==> config.mk <==
export PLATFORM = sky130hd
export DESIGN_NAME = addsub_bcd_unit
export DESIGN_NICKNAME = d
export VERILOG_FILES = /design/src/rtl/addsub_bcd_pkg.sv /design/src/rtl/addsub_bin_core.sv /design/src/rtl/bcd_add_fix.sv /design/src/rtl/bcd_sub_fix.sv /design/src/rtl/addsub_bcd_unit.sv
export SDC_FILE = /design/constraint.sdc
export NUM_CORES = 1
export LEC_CHECK = 0
export CORE_ASPECT_RATIO = 2
export CORE_MARGIN = 2
export CORE_UTILIZATION = 60
export CTS_CLUSTER_DIAMETER = 60
export DETAILED_ROUTE_END_ITERATION = 16
export GPL_TIMING_DRIVEN = 0
export PLACE_DENSITY = 0.85
export SLEW_MARGIN = 20
export SYNTH_ARGS = -nofsm -noshare
export SYNTH_HDL_FRONTEND = slang
export SYNTH_SLANG_ARGS = --single-unit
==> constraint.sdc <==
create_clock -name clk -period 1.9 [get_ports clk]
set_input_delay 0.285 -clock clk [delete_from_list [all_inputs] [get_ports clk]]
set_output_delay 0.285 -clock clk [all_outputs]
set_load 0.02 [all_outputs]
==> src/rtl/addsub_bcd_pkg.sv <==
package addsub_bcd_pkg;
    localparam int DW  = 8;
    localparam int NW  = DW / 2;
    localparam int MSB = DW - 1;

    typedef enum logic [0:0] {
        ST_IDLE = 1'b0,
        ST_DONE = 1'b1
    } unit_state_t;

    typedef struct packed {
        logic [DW-1:0] res;
        logic          c;
        logic          v;
        logic          z;
        logic          n;
    } alu_out_t;
endpackage

==> src/rtl/addsub_bin_core.sv <==
module addsub_bin_core
    import addsub_bcd_pkg::*;
(
    input  logic [DW-1:0] a,
    input  logic [DW-1:0] b,
    input  logic          cin,
    input  logic          sub,
    output alu_out_t      o
);
    logic [DW:0] ext;

    always_comb begin
        if (sub)
            ext = {1'b0, a} - {1'b0, b} - {{DW{1'b0}}, ~cin};
        else
            ext = {1'b0, a} + {1'b0, b} + {{DW{1'b0}}, cin};
        o.res = ext[DW-1:0];
        o.c   = sub ? ~ext[DW] : ext[DW];
        o.z   = (ext[DW-1:0] == '0);
        o.n   = ext[MSB];
        if (sub)
            o.v = (a[MSB] ^ b[MSB]) & (a[MSB] ^ ext[MSB]);
        else
            o.v = ~(a[MSB] ^ b[MSB]) & (a[MSB] ^ ext[MSB]);
    end
endmodule

==> src/rtl/bcd_add_fix.sv <==
module bcd_add_fix
    import addsub_bcd_pkg::*;
(
    input  logic [DW-1:0] a,
    input  logic [DW-1:0] b,
    input  logic          cin,
    output logic [DW-1:0] res,
    output logic          c,
    output logic          v,
    output logic          n
);
    logic [NW+1:0] lo;
    logic [NW+1:0] hi_raw;
    logic [NW+1:0] hi_fix;

    always_comb begin
        lo = {2'b00, a[NW-1:0]} + {2'b00, b[NW-1:0]} + {{(NW+1){1'b0}}, cin};
        if (lo > 6'd9)
            lo = lo + 6'd6;
        hi_raw = {2'b00, a[DW-1:NW]} + {2'b00, b[DW-1:NW]}
                 + {{(NW+1){1'b0}}, (lo > 6'd15)};
        n = hi_raw[NW-1];
        v = (hi_raw[NW-1] ^ a[MSB]) & ~(a[MSB] ^ b[MSB]);
        hi_fix = (hi_raw > 6'd9) ? hi_raw + 6'd6 : hi_raw;
        c   = (hi_fix > 6'd15);
        res = {hi_fix[NW-1:0], lo[NW-1:0]};
    end
endmodule

==> src/rtl/bcd_sub_fix.sv <==
module bcd_sub_fix
    import addsub_bcd_pkg::*;
(
    input  logic [DW-1:0] a,
    input  logic [DW-1:0] b,
    input  logic          cin,
    output logic [DW-1:0] res
);
    logic [NW:0] lo;
    logic [NW:0] hi;

    always_comb begin
        lo = {1'b0, a[NW-1:0]} - {1'b0, b[NW-1:0]} - {{NW{1'b0}}, ~cin};
        hi = {1'b0, a[DW-1:NW]} - {1'b0, b[DW-1:NW]};
        if (lo[NW]) begin
            lo = lo - 5'd6;
            hi = hi - 5'd1;
        end
        if (hi[NW])
            hi = hi - 5'd6;
        res = {hi[NW-1:0], lo[NW-1:0]};
    end
endmodule

==> src/rtl/addsub_bcd_unit.sv <==
module addsub_bcd_unit
    import addsub_bcd_pkg::*;
(
    input  logic          clk,
    input  logic          rst_n,
    input  logic          in_valid,
    input  logic          op_sub,
    input  logic          dec_mode,
    input  logic [7:0]    acc_in,
    input  logic [7:0]    opnd_in,
    input  logic          carry_in,
    output logic          out_done,
    output logic [7:0]    out_result,
    output logic          out_carry,
    output logic          out_ovf,
    output logic          out_zero,
    output logic          out_neg
);
    unit_state_t st_q, st_d;
    alu_out_t    bin_o, sel_o, reg_q;
    logic [DW-1:0] dadd_res, dsub_res;
    logic          dadd_c, dadd_v, dadd_n;

    addsub_bin_core u_bin (
        .a(acc_in), .b(opnd_in), .cin(carry_in), .sub(op_sub), .o(bin_o)
    );

    bcd_add_fix u_dadd (
        .a(acc_in), .b(opnd_in), .cin(carry_in),
        .res(dadd_res), .c(dadd_c), .v(dadd_v), .n(dadd_n)
    );

    bcd_sub_fix u_dsub (
        .a(acc_in), .b(opnd_in), .cin(carry_in), .res(dsub_res)
    );

    // Mode select: decimal add keeps only zero from the binary core
    always_comb begin
        sel_o = bin_o;
        if (dec_mode && !op_sub) begin
            sel_o.res = dadd_res;
            sel_o.c   = dadd_c;
            sel_o.v   = dadd_v;
            sel_o.n   = dadd_n;
        end else if (dec_mode && op_sub) begin
            sel_o.res = dsub_res;
        end
    end

    // Next-state logic: T_LAUNCH, T_CHAIN, T_RETIRE, T_WAIT
    always_comb begin
        st_d = st_q;
        unique case (st_q)
            ST_IDLE: st_d = in_valid ? ST_DONE : ST_IDLE;
            ST_DONE: st_d = in_valid ? ST_DONE : ST_IDLE;
            default: st_d = ST_IDLE;
        endcase
    end

    // State register
    always_ff @(posedge clk or negedge rst_n) begin
        if (!rst_n) st_q <= ST_IDLE;
        else        st_q <= st_d;
    end

    // Output register
    always_ff @(posedge clk or negedge rst_n) begin
        if (!rst_n)        reg_q <= '0;
        else if (in_valid) reg_q <= sel_o;
    end

    assign out_done   = (st_q == ST_DONE);
    assign out_result = reg_q.res;
    assign out_carry  = reg_q.c;
    assign out_ovf    = reg_q.v;
    assign out_zero   = reg_q.z;
    assign out_neg    = reg_q.n;
endmodule

==> flow_summary.yaml <==
run_status:
  status: "finished with violations"
  violations: "negative setup slack"
layout:
  synthToLayoutAreaGrowth_pct: 52.04
  diodes: 0
  fin_cells: 499
  nets: 508
  nFillCells: 140
  layout-drive-gt1-share_pct: 38.96
  multi_input_area_sq_um: 2922
  final_area_sq_um: 4288
  mostFrequentLayoutCells: "31 x inv_1, 31 x nor2_1, 30 x buf_4"
  seqCellArea_sq_um: 325.3
critical_path:
  cp.required_ns: 2.03
  critPathArrivalTime_ns: 4.07
  crit_path_end_kind: "flip-flop"
  worstSetupPathType: "in -> reg"
  start_kind: "input port"
  crit_fanout: 6
die:
  start_util_pct: 61.92
  die_y_um: 101.0
  dieArea_sq_um: 5298
  fp-row-count: 35
  core_sq_um: 4554
  io-pin-count: 35
  die_w_um: 52.48
timing:
  rsz0062_at_grt: "yes"
  hold_violations: 0
  max_clock_freq_mhz: 254.2
  slew_viol_final: 0
  setup_violations: 11
  max_slew_margin_pct: 48.46
  fin_ws_ns: -2.033
  post-route-min-period_ns: 3.933
  finalCritPeriodShare_pct: 207.0
  tightest_slew_ns: 0.7665
  finalSetupTns_ns: -14.95
  fin_skew_ns: 0
worst_hold_path:
  hold_path_class: "in -> async"
cts:
  cts.sinks: 13
  cts_hold_buf: 0
  cts_buffers: 3
  cts-htree-levels: 1
  cts_tree: "yes"
  cts-root-buf: "clkbuf_8"
  insertion_delay_ns: 0.24
  clk_pin_slew_ns: 0.06
  clock_path_buffers: 2
power:
  p_leak_uw: 0.001810
  p_per_area_nw_per_um2: 727.2
  peakVddDrop_v: 0.0008048
global_routing:
  grt_max_degree: 14
  grt_pass1_wl_mm: 14.26
  grt_busiest_layer: "met2"
  antenna_found_initial: 0
  grt.overflow.total: 0
  track_usage_pct: 35.24
  use_met1_pct: 30.26
  grt_use_met3_pct: 2.671
  use_met2_pct: 67.50
  grt_pass1_vias: 3286
synthesis:
  ys_seq_area_share_pct: 11.54
  synth_seq_cells: 13
  async_flop_share_pct: 100.0
  synth_area_sq_um: 2820
  synth_edf_count: 0
  synthCells: 367
  yosys_most_used_dff: "dfrtp_1"
  synth_cell_types: 71
  yosysWarnings: 0
  synth.avg_cell_area_sq_um: 7.684
  syn-num-nets: 430
drt:
  via_per_inst: 7.321
  wire_per_inst_um: 26.41
  route.final.wire_length_mm: 13.18
  drc: 0
  drt_first_pass_iters: 6
  vias: 3653
  drtAntennaViolNets: 0
  drt-initial-drc-count: 319
placement:
  dpl_cell_area_sq_um: 3322
  place.gp.congestion: 0.8978
  dp_cells: 454
  io_buffers: 32
  pre_cts_ws_ns: -2.737
  hpwl_mm: 6.409
flow_run:
  cap_violations: 0
## cells in the mapped netlist, types with 6 or more instances
master / n / area, sq um
inv_1: 41 / 153.9
ha_1: 35 / 437.9
nor2_1: 34 / 127.6
nand2_1: 31 / 116.4
o21ai_0: 24 / 120.1
a21oi_1: 23 / 115.1
xnor2_1: 14 / 122.6
dfrtp_1: 13 / 325.3
xor2_1: 12 / 105.1
clkbuf_1: 8 / 30.03
o22ai_1: 7 / 43.79
fa_1: 6 / 120.1
mux2i_1: 6 / 60.06
nand2b_1: 6 / 37.54
nand3_1: 6 / 30.03
## stage by stage
step           total power [uW]  utilization (%)  hold WS, ns
3_3_place_gp               1923            72.94       0.4746
5_1_grt                    3246            94.15       0.4617
4_1_cts                    2509            83.90       0.4323
2_1_floorplan              1517                -     -0.01059
6_report                   3118            94.15       0.4241
3_5_place_dp               1971            72.94       0.5073
## report_power, final
group	internal, uW	total (uW)	switching (uW)
combinational	1100	2480	1380
clock	148	248	100
sequential	336	389	52.9
total	1590	3120	1530
## critical path, cell delays in order
cell,delay (ns)
dlygate4sd2_1,0.28
ha_4,0.29
buf_6,0.14
nor3b_1,0.33
a32oi_2,0.20
nor4_1,0.44
a21oi_1,0.11
o21a_1,0.17
ha_4,0.19
ha_4,0.16
buf_6,0.13
xor2_4,0.25
inv_2,0.09
ha_4,0.18
o2111ai_1,0.09
o21ai_1,0.11
a31oi_1,0.24
a31oi_1,0.11
a311oi_1,0.28
## state kept, by name, indices dropped and copies added, names as in the netlist
signal / flops
out_carry: 1
out_ovf: 1
out_done: 1
out_result: 8
out_neg: 1
out_zero: 1
## path summary, 6_finish.rpt
kind	startpoint	end	slack (ns)	depth (start not counted)
max in group asynchronous	rst_n	out_result[7]	1.09	1
min in group clk	out_result[6]	out_result[6]	0.55	1
worst min-delay path	rst_n	out_done	0.42	1
worst min register to register	out_result[6]	out_result[6]	0.55	1
worst max-delay path	opnd_in[2]	out_carry	-2.03	19
worst max register to register	out_result[2]	out_result[2]	1.02	2
## per-layer routing
metal,up-vias,wire [um]
li1,1461,-
met1,1702,3882
met2,328,6440
met3,162,1192
met4,0,1666
met5,-,0
## layout make-up
type	count	area share [%]
plain buffers	12	1.634
inverters	41	3.852
multi-input cells	301	68.14
flip-flops and latches	13	7.587
clock buffers	4	1.050
repair buffers	73	16.14
well taps	55	1.605
## kinds of logic after synthesis
| family | share of synthesized area [%] |
|---|---|
| AO/OA/AOI/OAI | 26.97 |
| AND/OR/NAND/NOR | 18.94 |
| buffers and inverters | 7.453 |
| adder cells (fa/ha/maj) | 19.79 |
| XOR/XNOR | 10.25 |
| flip-flops | 11.53 |
| multiplexers | 5.057 |
## what timing repair did
action / in CTS / in global routing
gates resized for setup: 100 / 82
setup endpoints to repair: 12 / 12
buffers inserted: 25 / 18
pin swaps: 31 / 45
Note: power is estimated with default switching activity, not from simulation.
